File: src/rtl/exp_window_pkg.sv
package exp_window_pkg;
  localparam int CHIP_W  = 3;
  localparam int BLK_W   = 5;
  localparam int DATA_W  = CHIP_W + BLK_W;
  localparam int IO_LO_W = 6;
  localparam int BRD_W   = 3;

  typedef struct packed {
    logic regLoad;
    logic rdEn;
    logic winEn;
  } ctlStrobes_t;
endpackage

File: src/rtl/exp_window_ctrl.sv
module exp_window_ctrl
  import exp_window_pkg::*;
#(
  parameter int IoLoW = IO_LO_W,
  parameter int BrdW  = BRD_W
) (
  input  logic            ioBlkSel,
  input  logic [IoLoW-1:0] ioAddrLo,
  input  logic            ioWr,
  input  logic            ioRd,
  input  logic            winReq,
  input  logic [BrdW-1:0] boardId,
  output ctlStrobes_t     strb
);
  localparam int PadW = IoLoW - BrdW;

  logic addrHit;

  // Board answers only at the one low address chosen by its board number
  assign addrHit = ioBlkSel && (ioAddrLo == {{PadW{1'b0}}, boardId});

  always_comb begin
    strb.regLoad = addrHit && ioWr;
    strb.rdEn    = addrHit && ioRd;
    strb.winEn   = winReq;
  end
endmodule

File: src/rtl/exp_window_dp.sv
module exp_window_dp
  import exp_window_pkg::*;
#(
  parameter int ChipW = CHIP_W,
  parameter int BlkW  = BLK_W
) (
  input  logic                    clk,
  input  logic                    rstN,
  input  ctlStrobes_t             strb,
  input  logic [ChipW+BlkW-1:0]   dataIn,
  output logic [(1<<ChipW)-1:0]   chipSelN,
  output logic [BlkW-1:0]         xAddr,
  output logic [ChipW+BlkW-1:0]   dataOut,
  output logic                    dataOe
);
  localparam int DataW    = ChipW + BlkW;
  localparam int NumChips = 1 << ChipW;

  logic [DataW-1:0] pageReg;
  logic [ChipW-1:0] chipField;

  always_ff @(posedge clk) begin
    if (!rstN)
      pageReg <= '0;
    else if (strb.regLoad)
      pageReg <= dataIn;
  end

  assign chipField = pageReg[DataW-1:BlkW];
  assign xAddr     = pageReg[BlkW-1:0];

  for (genvar k = 0; k < NumChips; k++) begin : g_cs
    assign chipSelN[k] = !(strb.winEn && (chipField == ChipW'(k)));
  end

  assign dataOe  = strb.rdEn;
  assign dataOut = strb.rdEn ? pageReg : '0;
endmodule

File: src/rtl/exp_window_reg.sv
module exp_window_reg
  import exp_window_pkg::*;
(
  input  logic         clk,
  input  logic         rstN,
  input  logic         ioBlkSel,
  input  logic [5:0]   ioAddrLo,
  input  logic         ioWr,
  input  logic         ioRd,
  input  logic [7:0]   dataIn,
  input  logic         winReq,
  input  logic [2:0]   boardId,
  output logic [7:0]   chipSelN,
  output logic [4:0]   xAddr,
  output logic [7:0]   dataOut,
  output logic         dataOe
);
  ctlStrobes_t strb;

  exp_window_ctrl #(.IoLoW(IO_LO_W), .BrdW(BRD_W)) u_ctrl (
    .ioBlkSel(ioBlkSel),
    .ioAddrLo(ioAddrLo),
    .ioWr(ioWr),
    .ioRd(ioRd),
    .winReq(winReq),
    .boardId(boardId),
    .strb(strb)
  );

  exp_window_dp #(.ChipW(CHIP_W), .BlkW(BLK_W)) u_dp (
    .clk(clk),
    .rstN(rstN),
    .strb(strb),
    .dataIn(dataIn),
    .chipSelN(chipSelN),
    .xAddr(xAddr),
    .dataOut(dataOut),
    .dataOe(dataOe)
  );
endmodule

File: config.mk
export PLATFORM = sky130hd
export DESIGN_NAME = exp_window_reg
export DESIGN_NICKNAME = d
export VERILOG_FILES = /design/src/rtl/exp_window_pkg.sv /design/src/rtl/exp_window_ctrl.sv /design/src/rtl/exp_window_dp.sv /design/src/rtl/exp_window_reg.sv
export SDC_FILE = /design/constraint.sdc
export NUM_CORES = 1
export LEC_CHECK = 0
export BUFFER_PORTS_ARGS = -buffer_cell sky130_fd_sc_hd__buf_2
export CORE_MARGIN = 2
export CORE_UTILIZATION = 36
export CTS_BUF_LIST = sky130_fd_sc_hd__clkbuf_16
export CTS_CLUSTER_SIZE = 10
export DETAILED_ROUTE_END_ITERATION = 6
export PLACE_DENSITY_LB_ADDON = 0.25
export SYNTH_ARGS = -nofsm -noshare
export SYNTH_HDL_FRONTEND = slang
export SYNTH_HIERARCHICAL = 1
export SYNTH_SLANG_ARGS = --single-unit
File: constraint.sdc
create_clock -name clk -period 1.3 [get_ports clk]
set_input_delay 0.13 -clock clk [delete_from_list [all_inputs] [get_ports clk]]
set_output_delay 0.13 -clock clk [all_outputs]
set_load 0.005 [all_outputs]
==> results.ini, run 1 <==
[floorplan]
core_mm2 = 0.001350
die-area_mm2 = 0.001812
dieWidth_um = 42.57
pin_count = 45
die_h_um = 42.57
floorplan.initialDensity_pct = 39.67
rows = 13

[power]
p_comb_share_pct = 8.5
internal_power_mw = 0.6838
swShare_pct = 17.66
ir_worst_vdd_mv = 1.224
p_per_area_mw_per_mm2 = 1004
p_leak_nw = 0.3929
switching_power_mw = 0.1467
power_frac_seq_pct = 29.9
pwr-share-clk_pct = 61.6

[placed_design]
dp.cells = 112
hpwlAfterDp_um = 961.8
numPortBuffers = 44
dpl_worst_slack_ns = -0.03559
gp_congestion = 0.7283

[clock_tree]
cts_hold_buf = 0
clkSlewWorstSetupHoldPaths_ns = 0.04
htreeDepth = 1
cts.sinks = 8
clock-root-buffer = clkbuf_16
clkLatencyLatePin_ns = 0.23
cts_made_buffers = 3
cts_tree = yes
clockBufferDepth = 2
postCtsSetupBuffers = 0

[worst_setup_path]
worstSetupPathType = in2out
critPathCaptureType = output port
arrival_ns = 1.10
start_kind = input pin
worst_ep_required_time_ns = 1.17
path_max_fanout = 5

[finish]
layout_commonest_cell = buf_2
nets = 126
reg_top3 = u_dp/pageReg (8)
largest_reg_flops = 8
regMostFlops = u_dp/pageReg
mostFrequentLayoutCells = buf_2, nor2b_1, and2_1, mux2i_1, dfxtp_1
area_growth_pct = 54.44
drive_above_1_share_pct = 52.48
layoutNonFillerInstCount = 116
antenna_cells = 0

[min_path]
hold_class = in2reg

[routing]
routed_wl_um = 1262
vias = 539
ant_nets = 0
drt-wirelength-per-cell_um = 10.88
drt_pass1_iterations = 4
initialDrtViolationCount = 6
drc = 0
vias_per_cell = 4.647

[status]
status = completed

[yosys]
synth_seq_cells = 8
syn-num-nets = 83
syn_avg_cell_area_um2 = 8.925
postSynthCellCount = 60
synth.distinct_cells = 15
synth_area_um2 = 535.5
ys_seq_area_share_pct = 29.91
yosys_warnings = 6

[timing]
setup_viol = 0
rsz0062_at_grt = false
max_freq_mhz = 814.2
worst_slack_ns = 0.07173
period_share_pct = 94.48
finClkSkew_ns = 0
tightest_slew_ns = 0.2393
slew_viol_final = 0
period_needed_ns = 1.228
finalHoldViolCount = 0
slew_headroom_pct = 83.93
tns_ns = 0

[global_routing]
grt_antenna_before_repair = 0
grt_pass1_vias = 417
grt_pass1_wl_um = 1835
grt_util_all_layers_pct = 13.66
grt_max_degree = 10
grt-ovfl-total = 0

[flow_run]
maxCapViolCount = 0

[routing by layer]
layer	track usage (%)	up-vias	wire length (um)
met3	9.052	0	123
met5	0	-	0
met2	20.31	23	621
met4	3.750	0	0
met1	15.98	240	518
li1	-	276	-
[worst max-delay path, cell delays in order]
cell      delay, ns
buf_2          0.10
nand2b_4       0.13
nor4_4         0.24
and3_4         0.26
and2_1         0.13
buf_2          0.10
[synthesized netlist by cell type]
library cell	number	area (um^2)
nor2b_1	10	62.56
and2_1	8	50.05
dfxtp_1	8	160.2
mux2i_1	8	80.08
buf_4	7	52.55
nand3_1	4	20.02
nand2_1	3	11.26
xor2_1	3	26.28
and3_1	2	12.51
nor2_1	2	7.510
buf_6	1	11.26
nand2b_4	1	13.76
nand4_1	1	6.260
nor2b_2	1	8.760
nor4_2	1	12.51
[repair_timing]
item | CTS | global route
gates resized for setup | 1 | 2
pin swaps | 0 | 1
endpoints found under the setup margin | 7 | 8
gates cloned | 0 | 1
[through the flow]
step	hold WS [ns]	util [%]	total power [mW]	instance area [um^2]
2_1_floorplan	0.2582	-	0.2779	535.5
3_3_place_gp	0.3906	54.12	0.3155	730.7
3_5_place_dp	0.3981	54.12	0.3180	730.7
4_1_cts	0.1605	59.78	0.8407	807.0
5_1_grt	0.1720	61.26	0.8642	827.0
6_report	0.1622	61.26	0.8305	827.0
[cell type report]
cell class / count / area, um^2
fillers: 139 / 523.0
multi-input cells: 45 / 332.8
repair buffers: 45 / 240.2
flip-flops and latches: 8 / 160.2
clock buffers: 3 / 75.07
well taps: 15 / 18.77
[power groups by stage]
| stage | logic (mW) | registers [mW] | clock network, mW |
|---|---|---|---|
| 2_1_floorplan | 0.0261 | 0.252 | 0 |
| 3_3_place_gp | 0.0635 | 0.252 | 0 |
| 3_5_place_dp | 0.0660 | 0.252 | 0 |
| 4_1_cts | 0.0664 | 0.248 | 0.526 |
| 5_1_grt | 0.0775 | 0.248 | 0.539 |
| 6_report | 0.0707 | 0.248 | 0.512 |
[logic make-up (layout without fill, tap and decap cells)]
kind of cell / count (synthesis) / after routing / synth area share, %
AND/OR/NAND/NOR: 33 / 34 / 38.32
multiplexers: 8 / 8 / 14.95
flip-flops: 8 / 8 / 29.91
buffers and inverters: 8 / 48 / 11.92
XOR/XNOR: 3 / 3 / 4.907
[final timing paths]
path,start,end,depth (start not counted),slack [ns]
worst min-delay path,dataIn[6],u_dp/pageReg[6],3,0.16
worst max-delay path,ioAddrLo[3],dataOut[5],6,0.07
worst min register to register,u_dp/pageReg[4],u_dp/pageReg[4],2,0.53
worst max register to register,u_dp/pageReg[7],u_dp/pageReg[7],2,0.59
Note: power is estimated with default switching activity, not from simulation.
==> run 2: changes to the inputs <==
==> constraint.sdc (replaced) <==
create_clock -name clk -period 1.2 [get_ports clk]
set_input_delay 0.12 -clock clk [delete_from_list [all_inputs] [get_ports clk]]
set_output_delay 0.12 -clock clk [all_outputs]
set_load 0.005 [all_outputs]
==> results.ini, run 2 (synthesis results as in run 1) <==
[status]
status = complete, but fails checks
violations = negative setup slack

[worst_setup_path]
cpMaxStageDelayCell = and3_4
path_cells = buf_6, nand2b_4, nor4_4, and3_4, and2_4, buf_6
crit_path_frequent_cell = buf_6
reg2reg_depth = 2
cp_top_family = simple AND/OR/NAND/NOR gates
start_kind = input pin
critPathCaptureType = output port
regToRegEndpoint = u_dp/pageReg[6]
cp_num_buf_inv = 2
worstReg2RegStart = u_dp/pageReg[6]
max_stage_delay_ns = 0.27
arrival_ns = 1.09
path_max_fanout = 5
r2r_slack_ns = 0.49
worstSetupPathType = in2out
worst_ep_required_time_ns = 1.08
worstSetupPathDepth = 6

[clock_tree]
clockBufferDepth = 2
cts_made_buffers = 3
cts.sinks = 8
cts_tree = yes
clkLatencyLatePin_ns = 0.23
clock-root-buffer = clkbuf_16
htreeDepth = 1
postCtsSetupBuffers = 0
clkSlewWorstSetupHoldPaths_ns = 0.04

[finish]
drive_above_1_share_pct = 59.41
area_growth_pct = 64.95
largest_reg_flops = 8
nFillCells = 120
layout_commonest_cell = buf_2
reg_top3 = u_dp/pageReg (8)
antenna_cells = 0
stdcell_area_um2 = 883.3
regMostFlops = u_dp/pageReg
nets = 126
mostFrequentLayoutCells = buf_2, nor2b_1, mux2i_1
layoutNonFillerInstCount = 116

[floorplan]
core_mm2 = 0.001350
rows = 13
pin_count = 45
die_h_um = 42.57
floorplan.initialDensity_pct = 39.67
die-area_mm2 = 0.001812
dieWidth_um = 42.57

[flow_run]
maxCapViolCount = 0

[timing]
finClkSkew_ns = 0
period_share_pct = 101.0
period_needed_ns = 1.212
setup_viol = 8
max_freq_mhz = 824.8
slew_headroom_pct = 82.66
worst_slack_ns = -0.01235
finalHoldViolCount = 0
slew_viol_final = 0
tightest_slew_ns = 0.2582
rsz0062_at_grt = true

[global_routing]
grt-ovfl-total = 0
grt_util_all_layers_pct = 14.45
grt_pass1_vias = 493
grt_antenna_before_repair = 0
grt_max_degree = 9
grt_pass1_wl_um = 1952

[placed_design]
numPortBuffers = 44
hpwlAfterDp_um = 962.3
dpl_worst_slack_ns = -0.1348
placed_cell_area_um2 = 730.7
dp.cells = 112
gp_congestion = 0.7283

[power]
p_leak_nw = 0.4042
p_per_area_mw_per_mm2 = 1025
ir_worst_vdd_mv = 1.338

[min_path]
hold_class = in2reg
holdPathStages = 3
hp-start = dataIn[0]
holdPathEnd = u_dp/pageReg[0]

[routing]
drc = 0
drt-wirelength-per-cell_um = 12.31
drt_pass1_iterations = 2
routed_wl_um = 1428
vias = 568
initialDrtViolationCount = 7
ant_nets = 0
vias_per_cell = 4.897

## run 2: cell counts in the layout (fill, tap and decap cells not counted)
No cell type changed its count.
## run 2: repair_timing
item                       in CTS  in global routing
hold buffers                    0                  0
setup endpoints to repair       9                 11
gates cloned                    1                  0
pin swaps                       1                  3
gates resized for setup         4                 13
## run 2: cell type report
| cell class | count | area [um^2] | share of cell area (%) |
|---|---|---|---|
| tap | 15 | 18.77 | 2.125 |
| timing repair buffer | 45 | 277.8 | 31.44 |
| clock buffer | 3 | 75.07 | 8.499 |
| sequential | 8 | 162.7 | 18.41 |
| multi-input combinational | 45 | 349.1 | 39.52 |
## run 2: worst register-to-register path, stage by stage (launching register included)
cell	delay [ns]
dfxtp_1	0.44
mux2i_1	0.10
nor2b_1	0.11
## run 2: how the worst max path moves through the flow
stage	startpoint	end	slack, ns
final	ioAddrLo[3]	dataOut[5]	-0.01
after global routing	ioAddrLo[3]	dataOut[4]	-0.06
after CTS	ioAddrLo[3]	dataOut[5]	-0.006
after detailed placement	ioAddrLo[3]	u_dp/pageReg[1]	-0.13
after global placement	ioAddrLo[3]	u_dp/pageReg[5]	-0.1
after floorplan	ioAddrLo[3]	u_dp/pageReg[0]	0.09
## run 2: metrics by stage
step / hold slack [ns] / setup TNS [ns] / util [%] / power (mW)
floorplan: 0.2482 / 0 / - / 0.3011
global placement: 0.3806 / -1.385 / 54.12 / 0.3418
detailed placement: 0.3892 / -1.850 / 54.12 / 0.3444
CTS: 0.1510 / -0.01211 / 61.72 / 0.9188
global route: 0.1639 / -0.3700 / 65.43 / 0.9394
finish: 0.1543 / -0.07100 / 65.43 / 0.9057
## run 2: where the power goes
| part | total, mW | internal [mW] | switching [mW] |
|---|---|---|---|
| Combinational | 0.0805 | 0.0457 | 0.0348 |
| Clock | 0.556 | 0.429 | 0.127 |
| Sequential | 0.269 | 0.268 | 0.000845 |
| Total | 0.906 | 0.743 | 0.163 |
## run 2: routing by layer
layer	GRT usage, %	wire length, um	vias to the layer above	part of all wire, %
li1	-	-	277	-
met1	14.18	529	267	37
met2	25.23	777	24	54
met3	9.052	120	0	8.4
met4	3.750	0	0	0
met5	0	0	-	0
